## config.mk

```make
export PLATFORM = sky130hd
export DESIGN_NAME = irq_status_bank
export DESIGN_NICKNAME = d
export VERILOG_FILES = /design/src/rtl/irq_bank_pkg.sv /design/src/rtl/irq_bank_ctrl.sv /design/src/rtl/irq_bank_data.sv /design/src/rtl/irq_status_bank.sv
export SDC_FILE = /design/constraint.sdc
export NUM_CORES = 1
export LEC_CHECK = 0
export BUFFER_PORTS_ARGS = -buffer_cell sky130_fd_sc_hd__clkbuf_2
export CAP_MARGIN = 40
export CORE_MARGIN = 2
export CORE_UTILIZATION = 48
export CTS_CLUSTER_DIAMETER = 30
export DETAILED_ROUTE_END_ITERATION = 8
export PLACE_DENSITY = 0.8
export SYNTH_ARGS = -nofsm -noshare
export SYNTH_HDL_FRONTEND = slang
export SYNTH_HIERARCHICAL = 1
export SYNTH_SLANG_ARGS = --single-unit
export TNS_END_PERCENT = 50
```

## constraint.sdc

```tcl
create_clock -name clk -period 5.5 [get_ports clk]
set_input_delay 1.65 -clock clk [delete_from_list [all_inputs] [get_ports clk]]
set_output_delay 1.65 -clock clk [all_outputs]
set_load 0.05 [all_outputs]
```

## src/rtl/irq_bank_pkg.sv

```systemverilog
package irq_bank_pkg;
  localparam int NUM_SRC   = 12;
  localparam int NUM_CLR   = 10;
  localparam int ABORT_BIT = 6;
  localparam int LVL_RXF   = 2;
  localparam int LVL_TXE   = 4;

  localparam logic [NUM_SRC-1:0] CLEARABLE =
    ~((NUM_SRC'(1) << LVL_RXF) | (NUM_SRC'(1) << LVL_TXE));

  localparam logic [7:0] OFF_MASKED  = 8'h2C;
  localparam logic [7:0] OFF_MASK    = 8'h30;
  localparam logic [7:0] OFF_RAW     = 8'h34;
  localparam logic [7:0] OFF_CLR_ALL = 8'h40;
  localparam logic [7:0] OFF_CLR0    = 8'h44;
  localparam logic [7:0] OFF_ABORT   = 8'h80;

  typedef enum logic [2:0] {
    RD_NONE, RD_MASKED, RD_MASK, RD_RAW, RD_ABORT
  } rdSel_e;

  typedef struct packed {
    logic [NUM_SRC-1:0] clrVec;
    logic               maskWe;
    logic               abortClr;
    rdSel_e             rdSel;
  } ctrlStrobe_t;

  // Status bit served by individual clear slot k (slot order is fixed by software).
  function automatic int clrBitOf(input int k);
    int idx;
    idx = 0;
    for (int b = 0; b < NUM_SRC; b++) begin
      if (CLEARABLE[b]) begin
        if (idx == k) return b;
        idx++;
      end
    end
    return 0;
  endfunction
endpackage

```

## src/rtl/irq_bank_ctrl.sv

```systemverilog
module irq_bank_ctrl
  import irq_bank_pkg::*;
#(
  parameter int ADDR_W = 8
) (
  input  logic              clk,
  input  logic              rst_n,
  input  logic              regRdEn,
  input  logic              regWrEn,
  input  logic [ADDR_W-1:0] regAddr,
  output ctrlStrobe_t       strb
);
  localparam int SLOT_STEP = 4;

  logic [NUM_CLR-1:0] slotHit;
  logic               clrAllHit;

  genvar k;
  generate
    for (k = 0; k < NUM_CLR; k++) begin : gSlot
      assign slotHit[k] = regRdEn &&
        (regAddr == ADDR_W'(OFF_CLR0) + ADDR_W'(k * SLOT_STEP));
    end
  endgenerate

  assign clrAllHit = regRdEn && (regAddr == ADDR_W'(OFF_CLR_ALL));

  always_comb begin
    strb = '0;
    strb.rdSel = RD_NONE;
    if (clrAllHit) strb.clrVec = CLEARABLE;
    for (int s = 0; s < NUM_CLR; s++) begin
      if (slotHit[s]) strb.clrVec[clrBitOf(s)] = 1'b1;
    end
    strb.abortClr = strb.clrVec[ABORT_BIT];
    strb.maskWe   = regWrEn && (regAddr == ADDR_W'(OFF_MASK));
    if (regRdEn) begin
      if (regAddr == ADDR_W'(OFF_MASKED))     strb.rdSel = RD_MASKED;
      else if (regAddr == ADDR_W'(OFF_MASK))  strb.rdSel = RD_MASK;
      else if (regAddr == ADDR_W'(OFF_RAW))   strb.rdSel = RD_RAW;
      else if (regAddr == ADDR_W'(OFF_ABORT)) strb.rdSel = RD_ABORT;
    end
  end

  // an individual clear address never strobes more than one bit
  assert_single_clear_R4: assert property (@(posedge clk) disable iff (!rst_n)
    (regRdEn && regAddr != ADDR_W'(OFF_CLR_ALL)) |-> ($countones(strb.clrVec) <= 1));

  // only the mask address produces a write strobe
  assert_write_ignored_R10: assert property (@(posedge clk) disable iff (!rst_n)
    (regWrEn && regAddr != ADDR_W'(OFF_MASK)) |-> !strb.maskWe);
endmodule

```

## src/rtl/irq_bank_data.sv

```systemverilog
module irq_bank_data
  import irq_bank_pkg::*;
#(
  parameter int DATA_W  = 32,
  parameter int ABORT_W = 32
) (
  input  logic               clk,
  input  logic               rst_n,
  input  ctrlStrobe_t        strb,
  input  logic [DATA_W-1:0]  regWrData,
  input  logic [NUM_SRC-1:0] evtPulse,
  input  logic               lvlRxFull,
  input  logic               lvlTxEmpty,
  input  logic [ABORT_W-1:0] abortReason,
  output logic [DATA_W-1:0]  regRdData,
  output logic               irqOut
);
  logic [NUM_SRC-1:0] latched, latchedNext;
  logic [NUM_SRC-1:0] maskReg;
  logic [NUM_SRC-1:0] rawStat, maskedStat;
  logic [ABORT_W-1:0] abortSrc, abortNext;

  always_comb begin
    latchedNext = ((latched & ~strb.clrVec) | evtPulse) & CLEARABLE;
    abortNext   = (strb.abortClr ? '0 : abortSrc) |
                  (evtPulse[ABORT_BIT] ? abortReason : '0);
  end

  always_ff @(posedge clk or negedge rst_n) begin
    if (!rst_n) begin
      latched  <= '0;
      maskReg  <= '0;
      abortSrc <= '0;
    end else begin
      latched  <= latchedNext;
      abortSrc <= abortNext;
      if (strb.maskWe) maskReg <= regWrData[NUM_SRC-1:0];
    end
  end

  always_comb begin
    rawStat          = latched;
    rawStat[LVL_RXF] = lvlRxFull;
    rawStat[LVL_TXE] = lvlTxEmpty;
    maskedStat       = rawStat & maskReg;
  end

  assign irqOut = |maskedStat;

  always_comb begin
    regRdData = '0;
    case (strb.rdSel)
      RD_MASKED: regRdData = DATA_W'(maskedStat);
      RD_MASK:   regRdData = DATA_W'(maskReg);
      RD_RAW:    regRdData = DATA_W'(rawStat);
      RD_ABORT:  regRdData = DATA_W'(abortSrc);
      default:   regRdData = '0;
    endcase
  end

  genvar i;
  generate
    for (i = 0; i < NUM_SRC; i++) begin : gChk
      if (CLEARABLE[i]) begin : gClr
        // an event pulse always leaves its bit set, even against a clear
        assert_set_wins_R6: assert property (@(posedge clk) disable iff (!rst_n)
          evtPulse[i] |=> latched[i]);
        // a clear strobe without a competing pulse empties the bit
        assert_clear_bit_R4: assert property (@(posedge clk) disable iff (!rst_n)
          (strb.clrVec[i] && !evtPulse[i]) |=> !latched[i]);
      end
    end
  endgenerate

  // the abort clear wipes the reason register unless a new reason arrives
  assert_abort_wipe_R8: assert property (@(posedge clk) disable iff (!rst_n)
    (strb.abortClr && !evtPulse[ABORT_BIT]) |=> (abortSrc == '0));

  // with a zero mask the interrupt line stays low
  assert_irq_quiet_R9: assert property (@(posedge clk) disable iff (!rst_n)
    (maskReg == '0) |-> !irqOut);

  // level bits track their inputs regardless of clears
  assert_level_follow_R7: assert property (@(posedge clk) disable iff (!rst_n)
    (regRdData[LVL_RXF] == lvlRxFull) || (strb.rdSel != RD_RAW));
endmodule

```

## src/rtl/irq_status_bank.sv

```systemverilog
module irq_status_bank
  import irq_bank_pkg::*;
#(
  parameter int ADDR_W  = 8,
  parameter int DATA_W  = 32,
  parameter int ABORT_W = 32
) (
  input  logic               clk,
  input  logic               rst_n,
  input  logic               regRdEn,
  input  logic               regWrEn,
  input  logic [ADDR_W-1:0]  regAddr,
  input  logic [DATA_W-1:0]  regWrData,
  output logic [DATA_W-1:0]  regRdData,
  input  logic [NUM_SRC-1:0] evtPulse,
  input  logic               lvlRxFull,
  input  logic               lvlTxEmpty,
  input  logic [ABORT_W-1:0] abortReason,
  output logic               irqOut
);
  ctrlStrobe_t strb;

  irq_bank_ctrl #(.ADDR_W(ADDR_W)) u_ctrl (
    .clk     (clk),
    .rst_n   (rst_n),
    .regRdEn (regRdEn),
    .regWrEn (regWrEn),
    .regAddr (regAddr),
    .strb    (strb)
  );

  irq_bank_data #(.DATA_W(DATA_W), .ABORT_W(ABORT_W)) u_data (
    .clk         (clk),
    .rst_n       (rst_n),
    .strb        (strb),
    .regWrData   (regWrData),
    .evtPulse    (evtPulse),
    .lvlRxFull   (lvlRxFull),
    .lvlTxEmpty  (lvlTxEmpty),
    .abortReason (abortReason),
    .regRdData   (regRdData),
    .irqOut      (irqOut)
  );
endmodule

```

; Word level (Yosys, flattened, before mapping)
; Cells that the tools add are included.
[totals]
register_bits = 54
in_bits = 90
output_inout_bits = 33
elab_cells = 1765
[op_classes]
n_addsub = 80
n_lt_le_gt_ge = 20
eq_ne = 100
n_mux = 1515
n_bitwise = 15
reduce_logical = 32
[op_table]
columns = operator, n
row1 = $mux 32, 756
row2 = $add 32x2->32 const B, 80
row3 = $eq 32x4->1 const B, 36
row4 = $mux 1, 723
row5 = $eq 32x3->1 const B, 18
row6 = $eq 32x5->1 const B, 18
row7 = $ge 32x1->1 const B, 10
row8 = $lt 32x6->1 const B, 10
row9 = $eq 32x2->1 const B, 9
row10 = $logic_not 32->1, 9
row11 = $mux 12, 11
row12 = $or 12x12->12, 11
row13 = $pmux 32 s4, 1
row14 = $eq 8x7->1 const B, 11
row15 = $demux 1 s4, 10
row16 = $or 32x32->32, 1
row17 = $mux 3, 10
row18 = $and 12x12->12, 2
row19 = $eq 8x6->1 const B, 3
row20 = $logic_and 1x1->1, 22
row21 = $not 12->12, 1
row22 = $reduce_or 12->1, 1
row23 = $eq 8x8->1 const B, 1
row24 = $mux 2, 4
row25 = 3 further kinds, 4

; Logic depth before layout (Yosys ltp)
; Gate-level depths: netlist (run 1).
[logic_depth]
ltp_word = 158
mapped_depth = 8
ltp_nobuf = 5

; Modules after synthesis
; Netlist (run 1), hierarchy kept.
[by_module_without_submodules]
columns = mod, n_inst, cells_each, area_each_um2, seq_area_each_um2
row1 = irq_bank_data, 1, 263, 2613.8, 1351.3
row2 = irq_bank_ctrl, 1, 38, 285.3, 0.0

; Least setup slack after synthesis (run 1)
; Ideal clock, no wire load.
[synth_timing]
path_type = input to output
startpoint = input port regAddr[1]
endpoint = output port regRdData[0]
arrival_time_ns = 3.896
required_ns = 3.850
setup_slack_ns = -0.046
stages = 4
n_path_buf = 0
cell_sequence = or2_2 -> nor4bb_1 -> or2b_2 -> o21ai_0
[synth_lines]
columns = item, line_no
row1 = start: declaration, irq_status_bank.sv:12  ; input logic [ADDR_W-1:0] regAddr,
row2 = end: declaration, irq_status_bank.sv:14  ; output logic [DATA_W-1:0] regRdData,

==> results.txt, run 1 <==
* Io pins: around 120
- Compared with the post-synthesis result, the final layout area differs by 24.7%.
- Gate count of the mapped netlist: about 300
- Top Family by Delay on Critical Path: simple AND/OR/NAND/NOR gates
- Clock tree synthesis found a total of 54 sinks.
- The root buffer cell chosen for the clock tree is sky130_fd_sc_hd__clkbuf_8.
* Final period demand of the worst path: ~5300 ps
- For this run, design rule violations remaining after detail routing come to 0.
- Type of element launching the critical path: primary input
* Total routing usage reported by global routing: 0.217
* Vias per inst: 5.25
* Post-route total power: between 700 and 800 µW
- For this run, the slowest stage of the critical path takes roughly 540 ps.
* Worst slew pin tran: around 670 ps
- Setup repair after global routing missed its margin: false
- Setup violations remaining at the end of the flow were counted as 0.
- Once placement completed, the tool counted placed cells totaling 464.
- Timing analysis after detailed placement gives a worst setup slack of 206 ps.
- Along the worst path, the maximum fanout reaches 13.
- The number of antenna diodes in the final layout is 0.
* Clock transition at path regs: about 90 ps
* Final std cell area, no fill: around 0.0036 mm²
- The initial utilization of the core area, before any placement, comes to 0.492.
* Top library cells by usage in the layout, fill and taps aside: sky130_fd_sc_hd__clkbuf_2 (95), sky130_fd_sc_hd__dfrtp_1 (54), sky130_fd_sc_hd__inv_1 (42)
* Cell Count, Final, Fillers Out: between 400 and 500
- Routability-driven placement finished with a final weighted congestion of around 0.80.
- TritonCTS built the clock tree.
- Fin crit share: 0.962
- Static timing analysis puts the maximum clock frequency at between 0.15 and 0.2 GHz.
- At the worst endpoint, the arrival time is roughly 3600 ps.
- By instance count, the cell type seen most on the critical path is sky130_fd_sc_hd__clkbuf_2.
* Startpoint-to-endpoint class of the critical path: in2out
* Post-DRT Antenna Nets: 0
- In this run, post-CTS hold repair placed 0 buffers.
- HPWL after detailed placement: around 5.0 mm
- Synthesized area per cell: 9.67 µm²
* Final Routed Wirelength: around 7 mm
- Maximum vdd drop: roughly 0.13 mV
- After the last flow step, the layout net total stands at a little under 500.
- Syn. warnings: 6
- The first TritonRoute pass finished after 4 iterations.
* Kind of end point of the critical path: output port
- The first global-routing pass estimated 11.0 mm of wire.
- H-Tree Level Count: 2
- Number of global-route vias before repair: 2,348
* Area of the die: 0.00664 mm²
- Together, buffers and inverters on the worst path number 3.
- Row generation in the floorplan step produced 28 rows.
- Average routed wire per standard cell: 14.5 µm
* Pin count of the biggest net entering global routing: between 50 and 60
- The tightest min-delay check is of the reg2reg type.
* Number of maximum-capacitance constraint violations: 0
* Antenna violations before repair: 0
* Number of buffers added for setup after CTS: 0
- For the final database, setup skew stands at 0 ps.
* Area of placed instances: between 0.003 and 0.004 mm²
* Critical-path cell with the highest stage delay: sky130_fd_sc_hd__or4_4
- Die Ht: about 81 µm
- Cell Pwr Density: between 200 and 250 mW/mm²
- Final slew viol count: 0
- Detailed router's first-iteration violation count: 94
- Total CTS buffers: 5
* Grt ovf: 0
* Share of cells above drive strength 1: 0.353
* Port Buffer Count: 100
- Horizontal die dimension: a little over 80 µm
- Cell chain of the critical path: clkbuf_2 > or4_4 > nor4b_2 > nor3b_4 > buf_4 > a32oi_1 > o21ai_1 > clkbuf_2
- Endpoint required time on the critical path: 3850 ps
- Leakage power: approximately 1.8 nW
- Total of cells resized after clock tree synthesis: 0
* Most common library cell in the layout ignoring fill and taps: sky130_fd_sc_hd__clkbuf_2
- The run finished with clean final reports.
* Normalized max-slew margin: 0.550
- Register-to-Register Path Depth: 1
- The longest clock path from root to sink contains 2 buffers.
- Counting instances, the worst hold path has a depth of 2.
- Cell Area, Synth: slightly below 0.003 mm²
- Counting buffers and inverters, the worst setup path is 8 cells deep.
* Final-report hold violation count: 0
* Vias after detailed routing: approximately 2,500
- Post-layout worst setup margin: around 210 ps
* Core area: 0.00585 mm²
* Total nets after synthesis: about 390
* Source-to-sink clock delay at the later pin of the worst-skew pair: 300 ps
-- cell type report --
cell class,instances,area [µm²]
fill,526,2260
inverter,42,158
sequential,54,1350
timing repair buffer,110,651
multi-input combinational,183,1240
clock buffer,7,86.3
clock inverter,1,8.76
tap,75,93.8
-- power breakdown --
group	internal [mW]	total (mW)	switching, mW	leakage [nW]
Sequential	0.404	0.410	0.00617	0.535
Combinational	0.0369	0.0848	0.0479	1.18
Clock	0.104	0.233	0.129	0.0489
Total	0.546	0.729	0.183	1.76
-- per-layer routing --
metal  vias up  part of all wire  global-route usage
met5         -                 0                   0
met4         0             0.011              0.0542
met3         8             0.066              0.0495
met2        90              0.48               0.367
met1      1178              0.44               0.282
li1       1202                 -                   -
-- through the flow --
stage          TNS, ps   util  hold slack (ps)
3_3_place_gp         0  0.596              515
5_1_grt              0  0.614              553
3_5_place_dp         0  0.598              524
6_report             0  0.614              541
2_1_floorplan    -92.9      -              493
4_1_cts              0  0.614              543
-- final timing paths --
| path | start | end | slack, ps |
|---|---|---|---|
| min in group asynchronous | rst_n | u_data/latched[7] | 1450 |
| worst max-delay path | regAddr[2] | regRdData[9] | 210 |
| worst max register to register | u_data/maskReg[2] | u_data/maskReg[2] | 4700 |
| worst min-delay path | u_data/abortSrc[24] | u_data/abortSrc[24] | 540 |
| max in group asynchronous | rst_n | u_data/abortSrc[2] | 3590 |
| worst min register to register | u_data/abortSrc[24] | u_data/abortSrc[24] | 540 |
-- state kept, by name, indices dropped and copies added (netlist names) --
| register | flops |
|---|---|
| u_data/abortSrc | 32 |
| u_data/latched | 10 |
| u_data/maskReg | 12 |
No activity file was read; power rests on OpenSTA's default activity.
==> inputs of run 2 (changes only) <==
--- a/config.mk
+++ b/config.mk
@@ -5,10 +5,11 @@
 export SDC_FILE = /design/constraint.sdc
 export NUM_CORES = 1
 export LEC_CHECK = 0
+export ABC_AREA = 1
 export BUFFER_PORTS_ARGS = -buffer_cell sky130_fd_sc_hd__clkbuf_2
 export CAP_MARGIN = 40
 export CORE_MARGIN = 2
-export CORE_UTILIZATION = 48
+export CORE_UTILIZATION = 49
 export CTS_CLUSTER_DIAMETER = 30
 export DETAILED_ROUTE_END_ITERATION = 8
 export PLACE_DENSITY = 0.8
==> results.txt, run 2 <==
- The number of pins exceeding their max-slew limit in the final report came to 0 (unchanged).
* Port Buffer Count: 100 (unchanged)
* Io pins: 123 (unchanged)
- Gate count of the mapped netlist: 427 (+43%)
- Core area: 0.00603 mm² (+3.0%)
- Worst Setup Slack post-DPL: 400 ps (+194 ps)
- The core utilization of the finished layout was 0.623 (+0.00894).
- The overall global routing resource usage was 0.216 (-0.000356).
- The highest metal layer carrying signal wires in the routed design is met4.
* Wire length of the first global-routing pass: 12.4 mm (+12%)
* Cell total after placement: 588 (+27%)
- Setup repair after global routing missed its margin: false
* Cell Pwr Density: 201 mW/mm² (-1.0%)
- Fin Hold WS: 531 ps (-9.87 ps)
- The total negative slack for setup checks was 0 ps (unchanged).
- The hold-fix buffer count after cts is 0 (unchanged).
* Horizontal die dimension: 83.5 µm (+2.5%)
- The die area was 0.00697 mm² (+5.1%).
- Vias per inst: 4.94 (-5.8%)
* Number of maximum-capacitance constraint violations: 0 (unchanged)
- The leakage dissipation was 2.40 nW (+36%).
- The transition time of the tightest slew-check pin is 688 ps (+13.5 ps).
* Endpoint required time on the critical path: 3850 ps (about the same)
* Grt ovf: 0 (unchanged)
- The post-route total power was 754 µW (+3.5%).
* Detailed router's first-iteration violation count: 244 (+160%)
- The first-pass iteration count of the detailed router was 5 (+1).
* Hold Path Class: reg2reg
- Area of placed instances: 0.00364 mm² (+4.2%)
- The mean instance size in the synthesized netlist was 7.26 µm² (-25%).
- Pin count of the biggest net entering global routing: 55 (unchanged)
* Total of cells resized after clock tree synthesis: 0 (unchanged)
- The number of global-route vias before repair was 2,749 (+17%).
- Kind of end point of the critical path: output port
- The mapped cell area is 0.00310 mm² (+7.6%).
* Top library cells by usage in the layout, fill and taps aside: sky130_fd_sc_hd__nand2_1 (107), sky130_fd_sc_hd__clkbuf_2 (100), sky130_fd_sc_hd__inv_1 (85)
- Share of cells above drive strength 1: 0.276 (-0.0763)
- The worst-case clock buffer depth is 2 (unchanged).
- The critical-path maximum fanout is 20 (+7).
- The TritonCTS sink count is 54 (unchanged).
* Post-layout worst setup margin: 358 ps (+152 ps)
- Relative to the synthesized area, the layout overhead comes to 21.1%.
* CTS tree: built
* Top register by number of flip-flops: u_data/abortSrc
* Setup violation total in the final timing report: 0 (unchanged)
- The cell sitting at the root of the clock tree is a sky130_fd_sc_hd__clkbuf_8.
- Type of element launching the critical path: primary input
- The clock-pin slew on the worst setup and hold paths was 90 ps (about the same).
* Fin Clk Skew: 0 ps (unchanged)
- The routability-driven placement congestion ratio is 0.890 (+12%).
- Net count, final: 610 (+26%)
- Antenna violations before repair: 0 (unchanged)
- Maximum vdd drop: 0.135 mV (+2.1%)
- Number of buffers added for setup after CTS: 0 (unchanged)
* Syn. warnings: 6 (unchanged)
- Die Ht: 83.5 µm (+2.5%)
- Leaving out fill and tap cells, the most frequent cell in the layout is sky130_fd_sc_hd__nand2_1.
* Total nets after synthesis: 517 (+33%)
* Routed met2 length: 3.45 mm (+4.7%)
- The insertion delay to the later sink of the worst-skew pair came to 300 ps (about the same).
- The data arrival time at the worst-slack endpoint is 3490 ps (-150 ps).
- Vias after detailed routing: 2,946 (+19%)
- Wire length on met3: 591 µm (+30%)
- Largest register FFs: 32 (unchanged)
- Outcome: complete, no violations
- The count of antenna-violating nets left after detailed routing was 0 (unchanged).
* Total CTS buffers: 5 (unchanged)
- The normalized max-slew margin came to 0.541 (-0.00897).
- HPWL after detailed placement: 5.52 mm (+11%)
- The final routed wire length divided by cell count is 12.3 µm (-15%).
* Startpoint-to-endpoint class of the critical path: in2out
* Cell Count, Final, Fillers Out: 596 (+26%)
* H-Tree Level Count: 2 (unchanged)
* Sum of routed wire segments on met1: 3.17 mm (+5.0%)
* Top Registers: u_data/abortSrc: 32 flops, u_data/maskReg: 12 flops, u_data/latched: 10 flops
* Final-report hold violation count: 0 (unchanged)
- The total wire length after detailed routing is 7.34 mm (+7.2%).
- DRC violation count after routing: 0 (unchanged)
* Final std cell area, no fill: 0.00375 mm² (+4.5%)
* Fin crit share: 0.935 (-0.0276)
- The row count came to 28 (unchanged).
- Initial Utilization: 0.514 (+0.0218)
* Highest achievable clock rate: 0.194 GHz (+3.0%)
- The time the worst path needs with I/O delays and setup came to 5140 ps (-152 ps).
- The antenna diode count was 0 (unchanged).
[run 2: final cells by class]
| cell class | instances | area (µm²) |
|---|---|---|
| multi-input cells | 259 | 1280 |
| clock buffers | 5 | 68.8 |
| clock inverters | 3 | 40.0 |
| inverters | 92 | 345 |
| repair buffers | 108 | 568 |
| well taps | 75 | 93.8 |
| fillers | 553 | 2270 |
| flip-flops and latches | 54 | 1350 |
[run 2: path summary, 6_finish.rpt]
| check | start | endpoint | slack, ps | depth (start not counted) |
|---|---|---|---|---|
| worst max-delay path | regAddr[0] | regRdData[14] | 360 | 12 |
| worst min-delay path | u_data/abortSrc[3] | u_data/abortSrc[3] | 530 | 2 |
| worst max register to register | u_data/maskReg[9] | u_data/maskReg[9] | 4700 | 1 |
| worst min register to register | u_data/abortSrc[3] | u_data/abortSrc[3] | 530 | 2 |
| max in group asynchronous | rst_n | u_data/latched[7] | 3570 | 2 |
| min in group asynchronous | rst_n | u_data/maskReg[3] | 1440 | 2 |
[run 2: critical path: stages]
cell	delay (ps)
sky130_fd_sc_hd__clkbuf_2	90
sky130_fd_sc_hd__inv_1	30
sky130_fd_sc_hd__nand2_1	140
sky130_fd_sc_hd__nor2_1	120
sky130_fd_sc_hd__nand2_1	90
sky130_fd_sc_hd__a21oi_2	70
sky130_fd_sc_hd__buf_4	190
sky130_fd_sc_hd__nor2_2	380
sky130_fd_sc_hd__nand2_1	110
sky130_fd_sc_hd__buf_4	230
sky130_fd_sc_hd__nor2_1	110
sky130_fd_sc_hd__clkbuf_2	290
[run 2: routing by layer]
layer  up-vias  global-route usage
met5         -                   0
met4         0              0.0689
met3        12              0.0425
met2       112               0.354
met1      1328               0.291
li1       1494                   -
[run 2: report_power, final]
group | internal [mW] | switching, mW | leakage (nW) | total (mW)
clock | 0.134 | 0.127 | 0.0579 | 0.261
combinational | 0.0336 | 0.0498 | 1.81 | 0.0834
sequential | 0.404 | 0.00477 | 0.535 | 0.409
total | 0.572 | 0.182 | 2.40 | 0.754
